===== src/rtl/frc_pkg.sv =====
package frc_pkg;

    localparam int BYTE_W = 8;
    localparam int CNT_W  = 2 * BYTE_W;
    localparam int ADDR_W = 3;
    localparam int VEC_W  = 8;
    localparam int NUM_CMP = 2;

    // register byte addresses
    localparam logic [ADDR_W-1:0] A_ENABLE  = 3'd0;
    localparam logic [ADDR_W-1:0] A_STATUS  = 3'd1;
    localparam logic [ADDR_W-1:0] A_CNT_HI  = 3'd2;
    localparam logic [ADDR_W-1:0] A_CNT_LO  = 3'd3;
    localparam logic [ADDR_W-1:0] A_CMP_HI  = 3'd4;
    localparam logic [ADDR_W-1:0] A_CMP_LO  = 3'd5;
    localparam logic [ADDR_W-1:0] A_RSVD    = 3'd6;
    localparam logic [ADDR_W-1:0] A_OUTCTL  = 3'd7;

    // bit positions (shared by enable and status bytes)
    localparam int B_CHA   = 3;
    localparam int B_CHB   = 2;
    localparam int B_WRAP  = 1;
    localparam int B_CLRA  = 0;
    localparam int B_SEL   = 4;

    // vector numbers
    localparam logic [VEC_W-1:0] V_NONE = 8'd0;
    localparam logic [VEC_W-1:0] V_CHA  = 8'd16;
    localparam logic [VEC_W-1:0] V_CHB  = 8'd17;
    localparam logic [VEC_W-1:0] V_WRAP = 8'd18;

    typedef struct packed {
        logic cha;
        logic chb;
        logic wrap;
    } evt_t;

    typedef logic [CNT_W-1:0] cnt_t;

    // place the three flag-type bits at their byte positions
    function automatic logic [BYTE_W-1:0] evt_to_byte(input evt_t e);
        logic [BYTE_W-1:0] b;
        b = '0;
        b[B_CHA]  = e.cha;
        b[B_CHB]  = e.chb;
        b[B_WRAP] = e.wrap;
        return b;
    endfunction

    function automatic evt_t byte_to_evt(input logic [BYTE_W-1:0] b);
        evt_t e;
        e.cha  = b[B_CHA];
        e.chb  = b[B_CHB];
        e.wrap = b[B_WRAP];
        return e;
    endfunction

    // fixed priority: wrap over channel B over channel A
    function automatic logic [VEC_W-1:0] pick_vector(input evt_t p);
        if (p.wrap)     return V_WRAP;
        else if (p.chb) return V_CHB;
        else if (p.cha) return V_CHA;
        else            return V_NONE;
    endfunction

endpackage


===== src/rtl/frc_counter.sv =====
module frc_counter
    import frc_pkg::*;
(
    input  logic              clk,
    input  logic              rst,
    input  logic              ld_hi,
    input  logic              ld_lo,
    input  logic [BYTE_W-1:0] ld_byte,
    input  cnt_t              cmp_a,
    input  cnt_t              cmp_b,
    input  logic              clr_on_a,
    output cnt_t              count,
    output evt_t              evt
);

    localparam cnt_t TOP = {CNT_W{1'b1}};

    cnt_t cnt_q;
    logic running;
    logic restart;

    always_comb begin
        running  = !(ld_hi || ld_lo);
        evt.cha  = running && (cnt_q == cmp_a);
        evt.chb  = running && (cnt_q == cmp_b);
        restart  = evt.cha && clr_on_a;
        evt.wrap = running && !restart && (cnt_q == TOP);
    end

    always_ff @(posedge clk) begin
        if (rst) begin
            cnt_q <= '0;
        end else if (ld_hi) begin
            cnt_q[CNT_W-1:BYTE_W] <= ld_byte;
        end else if (ld_lo) begin
            cnt_q[BYTE_W-1:0] <= ld_byte;
        end else if (restart) begin
            cnt_q <= '0;
        end else begin
            cnt_q <= cnt_q + cnt_t'(1);
        end
    end

    assign count = cnt_q;

endmodule


===== src/rtl/frc_regbank.sv =====
module frc_regbank
    import frc_pkg::*;
(
    input  logic              clk,
    input  logic              rst,
    input  logic [ADDR_W-1:0] bus_addr,
    input  logic              bus_wr,
    input  logic [BYTE_W-1:0] bus_wdata,
    input  cnt_t              count,
    input  evt_t              evt,
    output logic [BYTE_W-1:0] bus_rdata,
    output cnt_t              cmp_a,
    output cnt_t              cmp_b,
    output logic              clr_on_a,
    output evt_t              flags,
    output evt_t              enables
);

    cnt_t  cmp_q [NUM_CMP];
    logic  sel_q;
    logic  clr_q;
    evt_t  flag_q;
    evt_t  en_q;
    evt_t  keep;
    logic  wr_stat;
    logic  wr_en;
    logic  wr_sel;

    assign wr_stat = bus_wr && (bus_addr == A_STATUS);
    assign wr_en   = bus_wr && (bus_addr == A_ENABLE);
    assign wr_sel  = bus_wr && (bus_addr == A_OUTCTL);

    // one match register per channel; the shared address reaches one of them
    for (genvar g = 0; g < NUM_CMP; g++) begin : g_cmp
        logic hit_hi;
        logic hit_lo;
        assign hit_hi = bus_wr && (bus_addr == A_CMP_HI) && (sel_q == g[0]);
        assign hit_lo = bus_wr && (bus_addr == A_CMP_LO) && (sel_q == g[0]);
        always_ff @(posedge clk) begin
            if (rst) begin
                cmp_q[g] <= {CNT_W{1'b1}};
            end else if (hit_hi) begin
                cmp_q[g][CNT_W-1:BYTE_W] <= bus_wdata;
            end else if (hit_lo) begin
                cmp_q[g][BYTE_W-1:0] <= bus_wdata;
            end
        end
    end

    always_comb begin
        keep = wr_stat ? byte_to_evt(bus_wdata) : 3'b111;
    end

    always_ff @(posedge clk) begin
        if (rst) begin
            flag_q <= '0;
            clr_q  <= 1'b0;
            en_q   <= '0;
            sel_q  <= 1'b0;
        end else begin
            flag_q <= (flag_q & keep) | evt;
            if (wr_stat) clr_q <= bus_wdata[B_CLRA];
            if (wr_en)   en_q  <= byte_to_evt(bus_wdata);
            if (wr_sel)  sel_q <= bus_wdata[B_SEL];
        end
    end

    always_comb begin
        cnt_t cmp_sel;
        cmp_sel   = cmp_q[sel_q];
        bus_rdata = '0;
        unique case (bus_addr)
            A_ENABLE: bus_rdata = evt_to_byte(en_q);
            A_STATUS: begin
                bus_rdata         = evt_to_byte(flag_q);
                bus_rdata[B_CLRA] = clr_q;
            end
            A_CNT_HI: bus_rdata = count[CNT_W-1:BYTE_W];
            A_CNT_LO: bus_rdata = count[BYTE_W-1:0];
            A_CMP_HI: bus_rdata = cmp_sel[CNT_W-1:BYTE_W];
            A_CMP_LO: bus_rdata = cmp_sel[BYTE_W-1:0];
            A_RSVD:   bus_rdata = '0;
            A_OUTCTL: bus_rdata[B_SEL] = sel_q;
            default:  bus_rdata = '0;
        endcase
    end

    assign cmp_a    = cmp_q[0];
    assign cmp_b    = cmp_q[1];
    assign clr_on_a = clr_q;
    assign flags    = flag_q;
    assign enables  = en_q;

endmodule


===== src/rtl/frc_irq_sel.sv =====
module frc_irq_sel
    import frc_pkg::*;
(
    input  evt_t             flags,
    input  evt_t             enables,
    output logic             irq,
    output logic [VEC_W-1:0] irq_vector
);

    evt_t pend;

    always_comb begin
        pend       = flags & enables;
        irq        = |pend;
        irq_vector = pick_vector(pend);
    end

endmodule


===== src/rtl/frc_timer.sv =====
module frc_timer
    import frc_pkg::*;
(
    input  logic              clk,
    input  logic              rst,
    input  logic [ADDR_W-1:0] bus_addr,
    input  logic              bus_wr,
    input  logic [BYTE_W-1:0] bus_wdata,
    output logic [BYTE_W-1:0] bus_rdata,
    output logic              irq,
    output logic [VEC_W-1:0]  irq_vector
);

    cnt_t count;
    cnt_t cmp_a;
    cnt_t cmp_b;
    evt_t evt;
    evt_t flags;
    evt_t enables;
    logic clr_on_a;
    logic ld_hi;
    logic ld_lo;

    assign ld_hi = bus_wr && (bus_addr == A_CNT_HI);
    assign ld_lo = bus_wr && (bus_addr == A_CNT_LO);

    frc_counter u_counter (
        .clk      (clk),
        .rst      (rst),
        .ld_hi    (ld_hi),
        .ld_lo    (ld_lo),
        .ld_byte  (bus_wdata),
        .cmp_a    (cmp_a),
        .cmp_b    (cmp_b),
        .clr_on_a (clr_on_a),
        .count    (count),
        .evt      (evt)
    );

    frc_regbank u_regs (
        .clk       (clk),
        .rst       (rst),
        .bus_addr  (bus_addr),
        .bus_wr    (bus_wr),
        .bus_wdata (bus_wdata),
        .count     (count),
        .evt       (evt),
        .bus_rdata (bus_rdata),
        .cmp_a     (cmp_a),
        .cmp_b     (cmp_b),
        .clr_on_a  (clr_on_a),
        .flags     (flags),
        .enables   (enables)
    );

    frc_irq_sel u_irq (
        .flags      (flags),
        .enables    (enables),
        .irq        (irq),
        .irq_vector (irq_vector)
    );

endmodule


===== config.mk =====
export PLATFORM = sky130hd
export DESIGN_NAME = frc_timer
export DESIGN_NICKNAME = d
export VERILOG_FILES = /design/src/rtl/frc_pkg.sv /design/src/rtl/frc_counter.sv /design/src/rtl/frc_regbank.sv /design/src/rtl/frc_irq_sel.sv /design/src/rtl/frc_timer.sv
export SDC_FILE = /design/constraint.sdc
export NUM_CORES = 1
export LEC_CHECK = 0
export BUFFER_PORTS_ARGS = -buffer_cell sky130_fd_sc_hd__buf_2
export CELL_PAD_IN_SITES_DETAIL_PLACEMENT = 0
export CELL_PAD_IN_SITES_GLOBAL_PLACEMENT = 1
export CORE_MARGIN = 2
export CORE_UTILIZATION = 47
export DETAILED_ROUTE_END_ITERATION = 7
export GPL_TIMING_DRIVEN = 0
export PLACE_DENSITY_LB_ADDON = 0.25
export SLEW_MARGIN = 10
export SYNTH_ARGS = -nofsm -noshare
export SYNTH_HDL_FRONTEND = slang
export SYNTH_SLANG_ARGS = --single-unit

===== constraint.sdc =====
create_clock -name clk -period 2.82 [get_ports clk]
set_input_delay 0.564 -clock clk [delete_from_list [all_inputs] [get_ports clk]]
set_output_delay 0.564 -clock clk [all_outputs]
set_load 0.005 [all_outputs]

==> flow_metrics.env <==
export IMPL_outcome="completed"
export IMPL_synth_edf_count=32
export IMPL_worst_pin_slew_ns=1.19
export IMPL_area_growth_pct=14.0
export IMPL_endpoint_kind="primary output"
export IMPL_maxCapViolations=0
export IMPL_gp_congestion=0.883
export IMPL_seq_area_frac_synth=0.407
export IMPL_drc=0
export IMPL_first_pass_iters=5
export IMPL_clock_sinks=57
export IMPL_coreArea_sq_um=7330
export IMPL_powerDensity_nw_per_um2=500
export IMPL_endpoint="bus_rdata[2]"
export IMPL_grt_max_degree=11
export IMPL_numPortBuffers=25
export IMPL_antenna_found_initial=0
export IMPL_max_freq_mhz=374
export IMPL_drtIter0Drc=312
export IMPL_period_minus_slack_ns=2.67
export IMPL_slowest_stage="buf_2"
export IMPL_nets=432
export IMPL_ys_warnings_count=0
export IMPL_crit_chain="buf_2 > buf_2 > buf_2 > buf_2 > a211oi_1 > a21oi_1 > o22ai_1 > buf_2"
export IMPL_die_w_um=91.4
export IMPL_dpl_cell_count=505
export IMPL_critPathKind="input pin to primary output"
export IMPL_setup_tns_ns=0
export IMPL_cts_tree="done"
export IMPL_period_share=0.947
export IMPL_hp_class="flop to flop"
export IMPL_cpPeakStageDelay_ns=0.36
export IMPL_clkSlewWorstSetupHoldPaths_ns=0.07
export IMPL_p_leak_nw=1.42
export IMPL_r2r_cells=8
export IMPL_synth_common_cells="33 x nor2_1, 32 x edfxtp_1, 30 x xnor2_1, 27 x mux2i_1, 25 x dfxtp_1"
export IMPL_routedWlPerCell_um=21.3
export IMPL_num_vias=3200
export IMPL_crit_fanout=10
export IMPL_syn_area_sq_um=3590
export IMPL_synthDistinctLibCells=53
export IMPL_yosys_area_top_type_share=0.268
export IMPL_clkPwrFrac=0.413
export IMPL_clockRootBuffer="clkbuf_8"
export IMPL_ys_seq_elements=57
export IMPL_rsz0062_at_grt="false"
export IMPL_async_reset_ff_frac=0
export IMPL_drt_vias_per_instance=6.14
export IMPL_grt_overflow_total=0
export IMPL_cts_htree_levels=3
export IMPL_syn_inst=377
export IMPL_post_route_util=0.558
export IMPL_synth_most_common_cell="nor2_1"
export IMPL_die_y_um=91.4
export IMPL_p_int_mw=1.51
export IMPL_ioPinCount=31
export IMPL_setup_worst_path_start="bus_addr[0]"
export IMPL_drive_gt1_frac=0.220
export IMPL_antenna_left=0
export IMPL_numCtsBuffers=9
export IMPL_vdd_drop_max_v=0.000259
export IMPL_cp_required_ns=2.26
export IMPL_synth_avg_cell_area_sq_um=9.52
export IMPL_rows=31
export IMPL_swShare=0.264
export IMPL_clock_path_buffers=2
export IMPL_path_buf_inv=5
export IMPL_cpMostUsedCell="buf_2"
export IMPL_p_seq_frac=0.456
export IMPL_hold_buffers=0
export IMPL_critPathLaunchType="input pin"
export IMPL_path_delay_family="buffers and inverters"
export IMPL_p_comb_frac=0.131
export IMPL_grt_pass1_vias=2881
export IMPL_dp_hpwl_mm=7.74
export IMPL_r2r_start="u_counter.count[1]"
export IMPL_initial_core_util=0.490
export IMPL_r2r_slack_ns=0.59
export IMPL_grt_pass1_wl_mm=17.0
export IMPL_ys_top_cells_by_area="edfxtp_1 27%, dfxtp_1 14%, mux2i_1 7.5%, xnor2_1 7.3%, nand2b_1 3.5%"
export IMPL_finalSetupViolCount=0
export IMPL_insertion_delay_ns=0.35
export IMPL_critPathArrivalTime_ns=2.11
export IMPL_diodes=0
export IMPL_relSlewSlack=0.198
export IMPL_final_cells=521
export IMPL_drv_slew=0
export IMPL_cp_num_cells=8
export IMPL_synth_top_flop_cell="edfxtp_1"
export IMPL_clock_skew_ns=0.00966
export IMPL_r2r_end="u_counter.count[9]"
export IMPL_switching_power_mw=0.540
export IMPL_die_area_sq_um=8350
export IMPL_place_ws_ns=-0.0886
export IMPL_yosys_area_top_type="edfxtp_1"
export IMPL_finalWorstSetupSlack_ns=0.149
export IMPL_totalWireLength_mm=11.1
export IMPL_hold_viol=0
export IMPL_track_usage=0.274
## stage by stage
step | hold WS [ns] | cell area (sq um) | power (mW)
CTS | 0.514 | 4070 | 2.03
detailed placement | 0.504 | 3860 | 1.21
finish | 0.507 | 4090 | 2.05
global route | 0.552 | 4090 | 2.11
global placement | 0.476 | 3850 | 1.20
floorplan | 0.455 | 3600 | 1.11
## cell families after synthesis
| logic type | share of synthesized area |
|---|---|
| mux | 0.100 |
| fa+ha+maj | 0.00348 |
| simple gates | 0.209 |
| compound gates | 0.140 |
| flops | 0.407 |
| other cells | 0.00104 |
| buf+inv | 0.0586 |
| xor+xnor | 0.0805 |
## worst min path at each step
stage                          startpoint               to  slack (ns)  cells past startpoint
after CTS                 u_regs.flags[0]  u_regs.flags[0]        0.51                      2
after global routing      u_regs.flags[2]  u_regs.flags[2]        0.55                      2
after global placement    u_regs.flags[0]  u_regs.flags[0]        0.48                      2
after floorplan           u_regs.flags[0]  u_regs.flags[0]        0.45                      2
final                     u_regs.flags[0]  u_regs.flags[0]        0.51                      2
after detailed placement  u_regs.flags[0]  u_regs.flags[0]        0.50                      2
## layout by cell type (no fill, tap or decap), types with 9 or more instances in the layout
cell	n
o32a_1	9
nor3_1	9
clkbuf_8	9
buf_2	41
mux2i_1	27
xnor2_1	30
clkbuf_1	10
nor2_1	33
a21oi_1	18
nand2b_1	19
edfxtp_1	32
buf_4	9
nand2_1	18
or2_2	17
dfxtp_1	25
nand4_1	11
## worst reg2reg max path, stage by stage (launching register included)
cell	delay [ns]
dfxtp_1	0.57
xnor2_1	0.18
nand4_1	0.09
nor3_1	0.35
and3_1	0.21
buf_2	0.18
buf_2	0.27
o32a_1	0.20
nor2_1	0.04
## power groups by stage
| stage | logic, mW | registers, mW | clock network, mW |
|---|---|---|---|
| after global placement | 0.253 | 0.950 | 0 |
| final | 0.268 | 0.933 | 0.845 |
| after global routing | 0.288 | 0.935 | 0.886 |
| after floorplan | 0.173 | 0.938 | 0 |
| after CTS | 0.258 | 0.932 | 0.843 |
| after detailed placement | 0.256 | 0.951 | 0 |
## flip-flops by register name, summed over array words and instances (netlist names), named ones only
signal and count:
u_counter.count 16, u_regs.clr_on_a 1, u_regs.cmp_q 32, u_regs.enables 3
u_regs.flags 3, u_regs.sel_q 1
## repair_timing
item | in CTS | in global routing
endpoints found under the setup margin | 1 | 1
gates resized for setup | 1 | 3
buffers inserted | 0 | 1
## cell type report
class,instances,area (sq um)
Multi-Input combinational cell,281,1960
Clock inverter,6,82.6
Sequential cell,57,1460
Tap cell,99,124
Timing Repair Buffer,26,133
Clock buffer,10,128
Buffer,34,178
Inverter,8,30.0
Fill cell,677,3240
## per-layer routing
| metal | wire length (um) | GRT usage | up-vias |
|---|---|---|---|
| met5 | 0 | 0 | - |
| met4 | 285 | 0.105 | 0 |
| met3 | 1140 | 0.0606 | 26 |
| met2 | 4880 | 0.412 | 179 |
| met1 | 4780 | 0.384 | 1552 |
| li1 | - | - | 1443 |
No activity file was read; power rests on OpenSTA's default activity.
